[src/rtl/ivc_pkg.sv]
package ivc_pkg;
  // Register index, taken from req_addr[3:2]
  localparam logic [1:0] RIDX_VECTOR = 2'd0;
  localparam logic [1:0] RIDX_PEND   = 2'd1;
  localparam logic [1:0] RIDX_ENABLE = 2'd2;
  localparam logic [1:0] RIDX_MODE   = 2'd3;

  // Read width codes
  localparam logic [1:0] RSZ_BYTE = 2'd0;
  localparam logic [1:0] RSZ_HALF = 2'd1;

  // Spacing of vector codes: keeps the two low bits zero
  localparam int CODE_STEP = 4;
endpackage

[src/rtl/ivc_sync.sv]
module ivc_sync #(
  parameter int W      = 16,
  parameter int STAGES = 2
) (
  input  logic         clk,
  input  logic         rst_n,
  input  logic [W-1:0] d,
  output logic [W-1:0] q
);
  logic [W-1:0] stg [STAGES];

  // Idle level of the lines is high, so the stages reset to ones
  always_ff @(posedge clk or negedge rst_n) begin
    if (!rst_n) begin
      for (int s = 0; s < STAGES; s++) stg[s] <= '1;
    end else begin
      stg[0] <= d;
      for (int s = 1; s < STAGES; s++) stg[s] <= stg[s-1];
    end
  end

  assign q = stg[STAGES-1];
endmodule

[src/rtl/ivc_edge_pend.sv]
module ivc_edge_pend #(
  parameter int N = 16
) (
  input  logic         clk,
  input  logic         rst_n,
  input  logic [N-1:0] cur,
  input  logic [N-1:0] any_edge,
  input  logic [N-1:0] clr,
  output logic [N-1:0] pend
);
  logic [N-1:0] prev_q;
  logic [N-1:0] pend_q;
  logic [N-1:0] set_vec;

  // Per-line edge sensitivity
  for (genvar i = 0; i < N; i++) begin : g_line
    assign set_vec[i] = any_edge[i] ? (cur[i] ^ prev_q[i])
                                    : (prev_q[i] & ~cur[i]);
  end

  always_ff @(posedge clk or negedge rst_n) begin
    if (!rst_n) begin
      prev_q <= '1;
      pend_q <= '0;
    end else begin
      prev_q <= cur;
      // A new edge overrides a simultaneous clear
      pend_q <= (pend_q & ~clr) | set_vec;
    end
  end

  assign pend = pend_q;

  // a detected edge always leaves its bit set
  p_set_wins_r5: assert property (@(posedge clk) disable iff (!rst_n)
    (set_vec != '0) |=> ((pend_q & $past(set_vec)) == $past(set_vec)));

  // without a clear, pending bits never drop
  p_sticky_r4: assert property (@(posedge clk) disable iff (!rst_n)
    (clr == '0) |=> ((pend_q & $past(pend_q)) == $past(pend_q)));
endmodule

[src/rtl/ivc_prio.sv]
module ivc_prio #(
  parameter int N      = 16,
  parameter int CODE_W = 8
) (
  input  logic [N-1:0]      req,
  output logic [CODE_W-1:0] code
);
  import ivc_pkg::*;

  // Scan from the lowest priority upward so line 0 wins
  always_comb begin
    code = '0;
    for (int i = N - 1; i >= 0; i--) begin
      if (req[i]) code = CODE_W'((i + 1) * CODE_STEP);
    end
  end
endmodule

[src/rtl/ivc_regs.sv]
module ivc_regs #(
  parameter int N      = 16,
  parameter int DATA_W = 32,
  parameter int ADDR_W = 4,
  parameter int CODE_W = 8
) (
  input  logic              clk,
  input  logic              rst_n,
  input  logic              req_valid,
  output logic              req_ready,
  input  logic              req_write,
  input  logic [ADDR_W-1:0] req_addr,
  input  logic [1:0]        req_size,
  input  logic [DATA_W-1:0] req_wdata,
  output logic              rsp_valid,
  input  logic              rsp_ready,
  output logic [DATA_W-1:0] rsp_rdata,
  input  logic [N-1:0]      pend,
  input  logic [CODE_W-1:0] code,
  output logic [N-1:0]      enable,
  output logic [N-1:0]      any_edge,
  output logic [N-1:0]      clr
);
  import ivc_pkg::*;

  localparam int TOP_SHIFT  = DATA_W - CODE_W;
  localparam int HALF_SHIFT = 8;

  logic              acc;
  logic [1:0]        idx;
  logic [DATA_W-1:0] rd_data;
  logic              rsp_valid_q;
  logic [DATA_W-1:0] rsp_data_q;
  logic [N-1:0]      en_q;
  logic [N-1:0]      mode_q;
  logic              wdata_unused;

  assign idx          = req_addr[3:2];
  assign req_ready    = !rsp_valid_q || rsp_ready;
  assign acc          = req_valid && req_ready;
  assign wdata_unused = ^{req_wdata[DATA_W-1:N], req_addr[1:0]};

  always_comb begin
    rd_data = '0;
    case (idx)
      RIDX_VECTOR: begin
        if (req_size == RSZ_BYTE)      rd_data = DATA_W'(code);
        else if (req_size == RSZ_HALF) rd_data = DATA_W'(code) << HALF_SHIFT;
        else                           rd_data = DATA_W'(code) << TOP_SHIFT;
      end
      RIDX_PEND:   rd_data = DATA_W'(pend);
      RIDX_ENABLE: rd_data = DATA_W'(en_q);
      default:     rd_data = DATA_W'(mode_q);
    endcase
  end

  assign clr = (acc && req_write && idx == RIDX_PEND) ? req_wdata[N-1:0] : '0;

  always_ff @(posedge clk or negedge rst_n) begin
    if (!rst_n) begin
      rsp_valid_q <= 1'b0;
      rsp_data_q  <= '0;
      en_q        <= '0;
      mode_q      <= '0;
    end else begin
      if (acc && !req_write) begin
        rsp_valid_q <= 1'b1;
        rsp_data_q  <= rd_data;
      end else if (rsp_ready) begin
        rsp_valid_q <= 1'b0;
      end
      if (acc && req_write && idx == RIDX_ENABLE) en_q   <= req_wdata[N-1:0];
      if (acc && req_write && idx == RIDX_MODE)   mode_q <= req_wdata[N-1:0];
    end
  end

  assign rsp_valid = rsp_valid_q;
  assign rsp_rdata = rsp_data_q;
  assign enable    = en_q;
  assign any_edge  = mode_q;

  // a stalled response holds still
  p_rsp_hold_r9: assert property (@(posedge clk) disable iff (!rst_n)
    (rsp_valid_q && !rsp_ready) |=> (rsp_valid_q && $stable(rsp_data_q)));

  // a write never creates a response
  p_write_no_rsp_r10: assert property (@(posedge clk) disable iff (!rst_n)
    (acc && req_write && !rsp_valid_q) |=> !rsp_valid_q);
endmodule

[src/rtl/irq_vector_ctrl.sv]
module irq_vector_ctrl #(
  parameter int N_LINES = 16,
  parameter int DATA_W  = 32,
  parameter int ADDR_W  = 4,
  parameter int SYNC_N  = 2
) (
  input  logic               clk,
  input  logic               rst_n,
  input  logic [N_LINES-1:0] int_lines,
  input  logic               req_valid,
  output logic               req_ready,
  input  logic               req_write,
  input  logic [ADDR_W-1:0]  req_addr,
  input  logic [1:0]         req_size,
  input  logic [DATA_W-1:0]  req_wdata,
  output logic               rsp_valid,
  input  logic               rsp_ready,
  output logic [DATA_W-1:0]  rsp_rdata,
  output logic               irq
);
  localparam int CODE_W = 8;

  logic [N_LINES-1:0] synced;
  logic [N_LINES-1:0] pend;
  logic [N_LINES-1:0] enable;
  logic [N_LINES-1:0] any_edge;
  logic [N_LINES-1:0] clr;
  logic [N_LINES-1:0] live;
  logic [CODE_W-1:0]  code;

  ivc_sync #(.W(N_LINES), .STAGES(SYNC_N)) u_sync (
    .clk(clk), .rst_n(rst_n), .d(int_lines), .q(synced)
  );

  ivc_edge_pend #(.N(N_LINES)) u_pend (
    .clk(clk), .rst_n(rst_n), .cur(synced), .any_edge(any_edge),
    .clr(clr), .pend(pend)
  );

  assign live = pend & enable;
  assign irq  = |live;

  ivc_prio #(.N(N_LINES), .CODE_W(CODE_W)) u_prio (
    .req(live), .code(code)
  );

  ivc_regs #(.N(N_LINES), .DATA_W(DATA_W), .ADDR_W(ADDR_W), .CODE_W(CODE_W)) u_regs (
    .clk(clk), .rst_n(rst_n),
    .req_valid(req_valid), .req_ready(req_ready), .req_write(req_write),
    .req_addr(req_addr), .req_size(req_size), .req_wdata(req_wdata),
    .rsp_valid(rsp_valid), .rsp_ready(rsp_ready), .rsp_rdata(rsp_rdata),
    .pend(pend), .code(code), .enable(enable), .any_edge(any_edge), .clr(clr)
  );

  // a request is raised exactly when a nonzero code exists
  p_irq_code_r6: assert property (@(posedge clk) disable iff (!rst_n)
    irq == (code != '0));

  // codes keep their two low bits clear
  p_code_align_r7: assert property (@(posedge clk) disable iff (!rst_n)
    code[1:0] == 2'b00);
endmodule

[config.mk]
export PLATFORM = sky130hd
export DESIGN_NAME = irq_vector_ctrl
export DESIGN_NICKNAME = d
export VERILOG_FILES = /design/src/rtl/ivc_pkg.sv /design/src/rtl/ivc_sync.sv /design/src/rtl/ivc_edge_pend.sv /design/src/rtl/ivc_prio.sv /design/src/rtl/ivc_regs.sv /design/src/rtl/irq_vector_ctrl.sv
export SDC_FILE = /design/constraint.sdc
export NUM_CORES = 1
export LEC_CHECK = 0
export ABC_AREA = 1
export BUFFER_PORTS_ARGS = -buffer_cell sky130_fd_sc_hd__buf_2
export CORE_UTILIZATION = 55
export CTS_BUF_LIST = sky130_fd_sc_hd__clkbuf_16
export CTS_CLUSTER_DIAMETER = 200
export CTS_CLUSTER_SIZE = 40
export DETAILED_ROUTE_END_ITERATION = 8
export PLACE_DENSITY = 0.84
export SETUP_SLACK_MARGIN = 0.05
export SLEW_MARGIN = 10
export SYNTH_ARGS = -nofsm -noshare
export SYNTH_HDL_FRONTEND = slang
export SYNTH_SLANG_ARGS = --single-unit
[constraint.sdc]
create_clock -name clk -period 1.6 [get_ports clk]
set_input_delay 0.16 -clock clk [delete_from_list [all_inputs] [get_ports clk]]
set_output_delay 0.16 -clock clk [all_outputs]
set_load 0.02 [all_outputs]
# Yosys cells after proc, flatten, opt, wreduce, memory -nomap -nowiden
# Index checks and enable logic that the tools add are counted.
# W data, S select, Z words.
# op_classes
n_eq_ne,4
n_mux,38
bitwise,52
n_reduce_logical,13
# op_table
cell,count
$mux W7,16
$pmux W32 S3,1
$mux W31,2
$and A16 B16 Y16,2
$mux W1,18
$and A1 B1 Y1,16
$mux W16,1
$not A1 Y1,16
$not A16 Y16,1
$or A16 B16 Y16,1
$reduce_or A16 Y1,1
$xor A1 B1 Y1,16
$logic_and A1 B1 Y1,6
$eq A2 B1 Y1 const B,2
$eq A2 B2 Y1 const B,2
$logic_not A2 Y1,2
$logic_not A1 Y1,2
$reduce_bool A2 Y1,1
$logic_or A1 B1 Y1,1
# totals
regBits,129
inputBits,59
out_inout_bits,35
wordCells,115

# Logic depth before layout (Yosys ltp)
# Gate-level depths: netlist of run 1.
# depth
depth_word,20
depth_mapped,20
ltp_nobuf,20

# Modules after synthesis
# From an unflattened synthesis of run 1, not the netlist that was laid out.
# hier_totals
cells_unflattened,743
hier_area_um2,5940.7
# modules_own_cells
mod,n_inst,cells_each,area_per_inst_um2,seq_area_each_um2
ivc_regs,1,416,3039.2,1426.4
ivc_edge_pend,1,176,1521.5,820.8
ivc_sync,1,48,960.9,840.8
ivc_prio,1,52,225.2,0.0
irq_vector_ctrl,1,51,193.9,0.0

# Worst setup path after synthesis of run 1
# OpenSTA, ideal clock, no wires.
# synth_timing
kind,reg-to-reg
start,register u_regs.rsp_valid_q (netlist: u_regs.rsp_valid)
end,register u_regs.rsp_data_q[28] (netlist: u_regs.rsp_rdata[28])
setup_ns,0.076
arrival_time_ns,1.411
required_ns,1.524
path_slack_ns,0.112
path_stages_with_launch,9
n_path_buf,1
synth_period_minus_slack_ns,1.488
cell_sequence,dfrtp_1 -> nand2_2 -> nand2_1 -> nor2_1 -> inv_2 -> buf_4 -> nor3_2 -> inv_2 -> o21ai_1
# synth_via
elab_chain_cells,4
# synth_rtl
item,line,text
start: declaration,ivc_regs.sv:32,logic rsp_valid_q;
start signal: assignment,ivc_regs.sv:61,rsp_valid_q <= 1'b0;
start signal: assignment,ivc_regs.sv:67,rsp_valid_q <= 1'b1;
start signal: assignment,ivc_regs.sv:70,rsp_valid_q <= 1'b0;
$logic_not A1 Y1,ivc_regs.sv:39,assign req_ready = !rsp_valid_q || rsp_ready;
$logic_or A1 B1 Y1,ivc_regs.sv:39,
via req_ready,irq_vector_ctrl.sv:11,"output logic req_ready,"
$logic_and A1 B1 Y1,ivc_regs.sv:40,assign acc = req_valid && req_ready;
$logic_and A1 B1 Y1,ivc_regs.sv:66,if (acc && !req_write) begin
end signal: assignment,ivc_regs.sv:68,rsp_data_q <= rd_data;
end: declaration,ivc_regs.sv:33,logic [DATA_W-1:0] rsp_data_q;
# The timed path passes the listed nets, and every way through them passes these cells.
# A chain may end at the register's enable or synchronous reset.

# Final worst setup path of run 1
# layout_timing
start,register u_pend.pend_q[14] (netlist: u_pend.pend[14])
end,register u_regs.rsp_data_q[10] (netlist: u_regs.rsp_rdata[10])
# layout_via
elab_chain_cells,19
# layout_rtl
item,line,text
start: declaration,ivc_edge_pend.sv:12,logic [N-1:0] pend_q;
start signal: assignment,ivc_edge_pend.sv:28,pend_q <= (pend_q & ~clr) | set_vec;
$and A16 B16 Y16,irq_vector_ctrl.sv:40,assign live = pend & enable;
$mux W7 (15 in series),ivc_prio.sv:14,if (req[i]) code = CODE_W'((i + 1) * CODE_STEP);
$mux W31,ivc_regs.sv:48,else if (req_size == RSZ_HALF) rd_data = DATA_W'(code) << HALF_SHIFT;
$mux W31,ivc_regs.sv:47,if (req_size == RSZ_BYTE) rd_data = DATA_W'(code);
$pmux W32 S3,ivc_regs.sv:45,case (idx)
# Every way passes these cells.

==> reports/qor.csv, run 1 <==
metric,value,unit
gp_congestion,0.8838,
finalSetupTns,-1.386,ns
die_area,0.009406,mm²
setup.worst_path.start,u_pend.pend[14],
dp_hpwl,6883,µm
critPathTopFamily,simple AND/OR/NAND/NOR gates,
p_switching,2683,µW
drv_slew,0,
core_area,0.008721,mm²
area_growth,30.53,%
nets,701,
start_kind,flop,
p_per_area,1389,mW/mm²
crit_top_cell,nand2_1,
cellInternalPower,6311,µW
skew,0.01111,ns
vias,4218,
rsz0062_at_grt,yes,
rows,34,
max_freq,533.9,MHz
hold_viol_final,0,
drv_cap,0,
finalSetupViolCount,11,
grt-ovfl-total,0,
slowest_stage,dfrtp_1,
start_util,56.90,%
drt-pass1-iter-count,6,
grt_max_degree,63,
die_w,96.99,µm
layout-drive-gt1-share,36.78,%
ios,94,
power.leakage,0.003181,µW
clock_latency,0.41,ns
grt_first_pass_wirelength,19410,µm
worstPathArrival,2.15,ns
drc_errors,0,
via_per_inst,5.647,
cts-buffers-inserted,17,
htree_levels,4,
critPathCaptureType,flop,
worstPathCellList,"nand2_2, inv_2, nand2_2, nand2_2, nand2_2, nand2_2, nand2_2, nand2_2, nand2_1, nand2_1, nand2_1, nand2_1, nand2_1, nand2_1, nand2_1, nand2_2, nand2_2, nand2_1, nand2_1, nand2_1",
wl_per_cell,17.26,µm
track_usage,26.67,%
r2r_start,u_pend.pend[14],
drt-initial-drc-count,510,
failed_checks,negative setup slack,
syn_area_per_cell,9.826,µm²
die_y,96.99,µm
yosysSeqAreaShare,60.72,%
routed_wl,12900,µm
antenna_found_initial,0,
clockPowerShare,40.0,%
worst-path-buf-inv,1,
swShare,29.83,%
post-route-period-util,117.1,%
hp-class,primary input to flop,
seq_power_share,40.8,%
hp-start,rsp_ready,
final_common_cell,nand2_1,
cp_max_fo,3,
cts.path.max_buffers,2,
combPwrFrac,19.2,%
antenna_cells,0,
cts_tree,built,
synth_seq_cells,118,
irDropWorstVdd,0.0008556,V
crit_type,flop to flop,
totalPowerFinal,8994,µW
synth-warning-count,0,
fin_ws,-0.2729,ns
cts.sinks,118,
status,"complete, but fails checks",
grt_pass1_vias,3953,
io_buffers,64,
cts.clk_slew.worst_paths,0.05,ns
syn_area,0.004962,mm²
crit_required,1.88,ns
slowest_delay,0.42,ns
cts_root_buffer,clkbuf_16,
detail-route-antenna-nets,0,
postSynthCellCount,505,
period_needed,1.873,ns
most-common-layout-cells,"nand2_1, dfrtp_1, o21ai_1, buf_2, inv_1",
synth_cell_types,29,
## power groups by stage
stage | sequential [µW] | combinational (µW) | clock, µW
2_1_floorplan | 3720 | 742 | 0
3_3_place_gp | 3650 | 1190 | 0
3_5_place_dp | 3670 | 1240 | 0
4_1_cts | 3630 | 1460 | 3610
5_1_grt | 3690 | 1860 | 3770
6_report | 3670 | 1730 | 3600
## synthesized netlist by cell type, drive strengths merged
cell type	instances	area (µm²)
nand3	6	35.03
o21ai	63	315.3
clkinv	1	3.750
ha	16	200.2
buf	17	120.1
o211ai	17	127.6
nand2	153	609.3
dfstp	48	1261
inv	62	232.7
o31ai	1	7.510
dfrtp	70	1752
a22o	3	26.28
o21bai	1	7.510
o22ai	1	6.260
clkbuf	8	30.03
a21oi	12	60.06
a31oi	1	6.260
a221oi	9	78.83
nor3	3	31.28
nor2	12	47.55
conb	1	3.750
## routing by layer
| metal | vias to the layer above | share of wire [%] | routed length [µm] | GRT usage, % |
|---|---|---|---|---|
| met5 | - | 0 | 0 | 0 |
| met1 | 1966 | 39 | 5003 | 34.03 |
| li1 | 1864 | - | - | - |
| met4 | 0 | 5.3 | 682 | 14.81 |
| met2 | 293 | 48 | 6137 | 41.82 |
| met3 | 95 | 8.3 | 1072 | 6.720 |
## cells by family after synthesis
kind of cell | count (synthesis) | synth area share [%]
fa+ha+maj | 16 | 4.034
simple gates | 174 | 14.57
compound gates | 108 | 12.81
flops | 118 | 60.72
buf+inv | 88 | 7.791
other cells | 1 | 0.07557
## final timing paths
check | end | slack, ns | cells past startpoint
max in group asynchronous | u_pend.prev_q[0] | 0.74 | 3
min reg2reg | u_sync.q[8] | 0.35 | 0
max reg2reg | u_regs.rsp_rdata[10] | -0.27 | 20
min in group asynchronous | u_regs.enable[12] | 0.19 | 2
max | u_regs.rsp_rdata[10] | -0.27 | 20
min | u_regs.rsp_valid | 0.02 | 4
## worst reg2reg max path: cells and delay by family, from the launching register on
kind / cells / cell delay [ns]
buffers and inverters: 1 / 0.04
flip-flops: 1 / 0.42
AND/OR/NAND/NOR: 19 / 1.28
## final cells by class
type | count | area, µm²
inverter | 63 | 236.5
fill | 516 | 2243
tap | 108 | 135.1
clock inverter | 15 | 138.9
multi-input combinational | 309 | 1740
clock buffer | 17 | 425.4
sequential | 118 | 3015
timing repair buffer | 117 | 785.8
## sequential cells by signal, summed over array words and instances (netlist names)
register,flops
u_regs.enable,16
u_pend.pend,16
u_sync.stg,16
u_pend.prev_q,16
u_sync.q,16
u_regs.rsp_rdata,21
u_regs.rsp_valid,1
u_regs.any_edge,16
## stage by stage
step,cells,util [%],hold WS [ns],worst slack [ns],instance area [µm²]
finish,747,74.28,0.01557,-0.2729,6477
global route,747,74.28,0.02816,-0.3581,6477
CTS,740,72.41,0.008479,-0.06630,6315
detailed placement,677,62.30,0.07944,0.008284,5433
global placement,677,62.30,0.07855,0.05172,5433
floorplan,515,-,-0.1356,0.1124,5000
## repair_timing
item,4_1_cts,5_1_grt
setup buffers,14,8
pin swaps,13,19
endpoints found under the setup margin,4,17
hold endpoints to repair,44,0
resized for setup,14,31
hold buffers,17,0
No activity file was read; power rests on OpenSTA's default activity.
==> run 2, diff against run 1 <==
CAP_MARGIN = 25   (was unset)
GPL_TIMING_DRIVEN = 0   (was unset)
==> run 2 against run 1 <==
Compared with the run above:
- the flow still finishes with violations (negative setup slack)
- fmax rose by 0.81%
- critical path depth did not move
- clock skew fell by 0.0065 ns
- largest power group is now clock
- global-route usage rose by 2.0 points
- count of clock-buffer cells in the layout did not move
- sequential share of layout area fell by 1.4 points
- utilization rose by 2.2 points
- combinational power rose by 5%
- sequential power barely moved
- flip-flop and latch count did not move
- wire length rose by 6.3%
==> reports/qor.csv, run 2 (synthesized netlist as in run 1, its figures left out) <==
metric,value,unit
wl_per_cell,17.89,µm
clock_latency,0.42,ns
worstPathArrival,2.16,ns
nets,720,
clockPowerShare,40.7,%
crit_required,1.90,ns
cts.clk_slew.worst_paths,0.06,ns
die_area,0.009406,mm²
layout-drive-gt1-share,38.91,%
seq_power_share,39.6,%
dp_hpwl,7446,µm
dpl-instance-area,0.005489,mm²
drv_cap,0,
drv_slew,0,
cts.sinks,118,
crit_path_end,u_regs.rsp_rdata[10],
p_per_area,1386,mW/mm²
grt_pass1_vias,4377,
reg2reg_depth,20,
rows,34,
gp_congestion,0.9229,
critPathCaptureType,flop,
antenna_found_initial,0,
place_inst,688,
hold_slack,0.00003897,ns
track_usage,28.67,%
final_common_cell,nand2_1,
via_per_inst,5.674,
grt_first_pass_wirelength,20780,µm
post-route-period-util,116.1,%
rsz0062_at_grt,yes,
antenna_cells,0,
preCtsSetupSlack,-0.07481,ns
worstReg2RegEnd,u_regs.rsp_rdata[10],
area_growth,34.34,%
p_switching,2725,µW
grt_max_degree,78,
fin_ws,-0.2578,ns
drt-initial-drc-count,496,
detail-route-antenna-nets,0,
drt-pass1-iter-count,7,
start_kind,flop,
cts-buffers-inserted,17,
vias,4346,
period_needed,1.858,ns
drc_errors,0,
grt-ovfl-total,0,
routed_wl,13700,µm
cp_max_fo,3,
status,"complete, but fails checks",
irDropWorstVdd,0.0008383,V
die_y,96.99,µm
largest_reg_flops,21,
cts_root_buffer,clkbuf_16,
tightest_slew,0.5353,ns
finalSetupViolCount,10,
swShare,29.48,%
io_buffers,64,
htree_levels,4,
final_util,76.44,%
ff2ff_setup_slack,-0.26,ns
core_area,0.008721,mm²
max_freq,538.3,MHz
failed_checks,negative setup slack,
start_util,56.90,%
die_w,96.99,µm
relSlewSlack,64.31,%
cts.path.max_buffers,2,
r2r_start,u_pend.pend[14],
finalNonFillerCells,766,
crit_type,flop to flop,
setup.worst_path.start,u_pend.pend[14],
power.leakage,0.003317,µW
cellInternalPower,6518,µW
hold_viol_final,0,
combPwrFrac,19.7,%
most-common-layout-cells,"nand2_1, dfrtp_1, buf_2",
ios,94,
skew,0.004573,ns
stdcell_area,0.006666,mm²
hp-class,primary input to flop,
cts_tree,built,
-- run 2: cell count changes in the layout (fill, tap and decap cells not counted), sizes merged --
cell / previous run / this run
buf: 100 / 115
bufinv: 2 / 3
clkbuf: 17 / 21
clkinvlp: 6 / 3
clkinv: 8 / 9
inv: 62 / 63
-- run 2: cell type report --
class	instances	area [µm²]
inverters	63	236.5
flip-flops and latches	118	3013
clock inverters	15	163.9
plain buffers	25	168.9
multi-input cells	309	1775
well taps	108	135.1
fillers	509	2054
repair buffers	111	748.2
clock buffers	17	425.4
-- run 2: power groups by stage --
stage	sequential (µW)	clock (µW)	combinational (µW)
2_1_floorplan	3720	0	742
3_3_place_gp	3650	0	1200
3_5_place_dp	3680	0	1260
4_1_cts	3640	3760	1540
5_1_grt	3690	3910	1960
6_report	3660	3760	1820
-- run 2: timing repair --
item                       in CTS  in global routing
pin swaps                      22                 18
buffers inserted               21                  8
setup endpoints to repair      24                 56
hold buffers                   17                  0
hold endpoints to repair       57                  0
gates resized for setup        29                 48
-- run 2: routing by layer --
layer  part of all wire [%]  vias up  routed length (µm)  global-route usage [%]
li1                       -     1905                   -                       -
met2                     48      320                6524                   46.37
met1                     36     2036                4978                   33.93
met4                    5.8        0                 796                   16.65
met5                      0        -                   0                       0
met3                     10       85                1403                   8.743
-- run 2: how the worst min path moves through the flow --
stage	from	endpoint	slack (ns)	cells past startpoint
after floorplan	rst_n	u_pend.pend[0]	-0.14	0
after global placement	int_lines[10]	u_sync.stg[26]	0.26	1
after detailed placement	rst_n	u_pend.pend[5]	0.1	1
after CTS	rsp_ready	u_regs.rsp_valid	0.003	4
after global routing	req_wdata[7]	u_regs.enable[7]	0.04	3
final	rsp_ready	u_regs.rsp_valid	0.00004	4
-- run 2: through the flow --
step	setup TNS (ns)	power, µW
2_1_floorplan	0	4465
3_3_place_gp	-77.93	4857
3_5_place_dp	-0.4542	4937
4_1_cts	-0.3670	8940
5_1_grt	-2.014	9552
6_report	-1.101	9243
-- run 2: critical path, cell delays in order (launching register included) --
cell and delay (ns):
dfrtp_1 0.40, nand2_2 0.10, inv_2 0.04, nand2_2 0.06, nand2_2 0.07, nand2_2 0.06, nand2_1 0.06, nand2_1 0.06
nand2_1 0.05, nand2_1 0.07, nand2_1 0.05, nand2_1 0.06, nand2_1 0.05, nand2_1 0.08, nand2_2 0.07, nand2_2 0.10
nand2_4 0.09, nand2_4 0.08, nand2_4 0.06, nand2_4 0.09, nand2_2 0.05
==> run 3, diff against run 2 <==
==> constraint.sdc (replaced) <==
create_clock -name clk -period 1.6 [get_ports clk]
set_input_delay 0.32 -clock clk [delete_from_list [all_inputs] [get_ports clk]]
set_output_delay 0.32 -clock clk [all_outputs]
set_load 0.02 [all_outputs]
==> run 3 against run 2 <==
Compared with the run above:
- combinational power up 9%
- via count up 2.6%
- critical endpoint unchanged
- sequential power about the same
- critical path type unchanged
- count of clock-buffer cells in the layout unchanged
- fmax down 4.2%
- die area unchanged
- the run still ends with negative setup slack left
==> reports/qor.csv, run 3 (synthesized netlist as in run 1, its figures left out) <==
metric,value,unit
rows,34,
grt-ovfl-total,0,
final_common_cell,nand2_1,
cts_root_buffer,clkbuf_16,
irDropWorstVdd,0.0009623,V
max_freq,515.9,MHz
core_area,0.008721,mm²
status,"complete, but fails checks",
fin_ws,-0.3383,ns
crit_required,1.90,ns
cts-buffers-inserted,17,
htree_levels,4,
vias,4460,
p_per_area,1401,mW/mm²
finalSetupViolCount,15,
power.leakage,0.003345,µW
die_w,96.99,µm
die_y,96.99,µm
place_inst,688,
drc_errors,0,
cp_max_fo,3,
grt_max_degree,78,
crit_type,flop to flop,
cts.clk_slew.worst_paths,0.05,ns
nets,725,
drt-initial-drc-count,459,
drv_cap,0,
wl_per_cell,18.37,µm
period_needed,1.938,ns
skew,0.009877,ns
via_per_inst,5.785,
antenna_cells,0,
gp_congestion,0.9229,
grt_first_pass_wirelength,21190,µm
ios,94,
rsz0062_at_grt,yes,
layout-drive-gt1-share,40.72,%
clock_latency,0.42,ns
track_usage,29.49,%
finalNonFillerCells,771,
antenna_found_initial,0,
worstPathArrival,2.24,ns
most-common-layout-cells,"nand2_1, dfrtp_1, buf_2",
hp-class,primary input to flop,
final_util,77.14,%
detail-route-antenna-nets,0,
io_buffers,64,
cts_tree,built,
largest_reg_flops,21,
drt-pass1-iter-count,5,
grt_pass1_vias,4450,
cts.path.max_buffers,2,
routed_wl,14170,µm
area_growth,35.58,%
fill_cells,501,
drv_slew,0,
dp_hpwl,7446,µm
cts.sinks,118,
die_area,0.009406,mm²
hold_viol_final,0,
start_kind,flop,
post-route-period-util,121.1,%
failed_checks,negative setup slack,
start_util,56.90,%
critPathCaptureType,flop,
## run 3: repair_timing
item / in CTS / in global routing
pin swaps: 24 / 20
resized for setup: 35 / 53
endpoints found under the hold margin: 38 / 4
endpoints found under the setup margin: 24 / 59
hold buffers: 10 / 4
buffers inserted: 29 / 8
## run 3: power breakdown
group,leakage [µW],internal (µW),switching (µW)
combinational,0.00172,799,1180
clock,0.000283,2420,1360
sequential,0.00134,3380,290
total,0.00335,6600,2820
## run 3: stage by stage
step	TNS, ns	setup WS [ns]	area (µm²)	power, µW	hold slack [ns]
2_1_floorplan	0	0.1124	5000	4465	0.02441
3_3_place_gp	-100.07	-1.069	5455	4857	0.3456
3_5_place_dp	-4.849	-0.2065	5489	4937	0.2594
4_1_cts	-0.7279	-0.2292	6497	9037	0.0006717
5_1_grt	-3.475	-0.3529	6728	9722	0.004326
6_report	-2.953	-0.3383	6728	9425	0.005388
## run 3: area by class of cell
class,count,area [µm²],share of cell area [%]
buffer,25,171.4,2.548
clock buffer,17,425.4,6.323
clock inverter,15,163.9,2.436
inverter,63,236.5,3.515
multi-input combinational,309,1800,26.76
sequential,118,3013,44.78
tap,108,135.1,2.009
timing repair buffer,116,782.0,11.62
## run 3: per-layer routing
metal  part of all wire (%)  track usage [%]  wire (µm)
met5                      0                0          0
met4                    6.2            19.63        879
met3                    9.4            8.743       1332
met2                     48            46.48       6778
met1                     37            35.10       5175
## run 3: critical path, stage by stage (launching register included)
cell,delay (ns)
dfrtp_1,0.41
nand2_4,0.10
buf_4,0.12
nand2_2,0.05
nand2_1,0.05
nand2_1,0.06
nand2_1,0.07
nand2_1,0.06
nand2_1,0.08
nand2_1,0.09
nand2_1,0.10
nand2_1,0.06
nand2_1,0.06
nand2_1,0.08
nand2_2,0.09
nand2_4,0.08
nand2_4,0.09
nand2_4,0.05
nand2_4,0.07
nand2_2,0.05
## run 3: worst paths after layout
kind / start / end / slack [ns] / cells after the start
setup / recovery: u_regs.enable[12] / u_regs.rsp_rdata[10] / -0.34 / 19
hold / removal: int_lines[6] / u_sync.stg[22] / 0.005 / 1
setup reg to reg: u_regs.enable[12] / u_regs.rsp_rdata[10] / -0.34 / 19
hold reg to reg: u_sync.stg[17] / u_sync.q[1] / 0.35 / 0
max in group asynchronous: rst_n / u_sync.stg[18] / 0.48 / 3
min in group asynchronous: rst_n / u_pend.pend[5] / 0.39 / 2
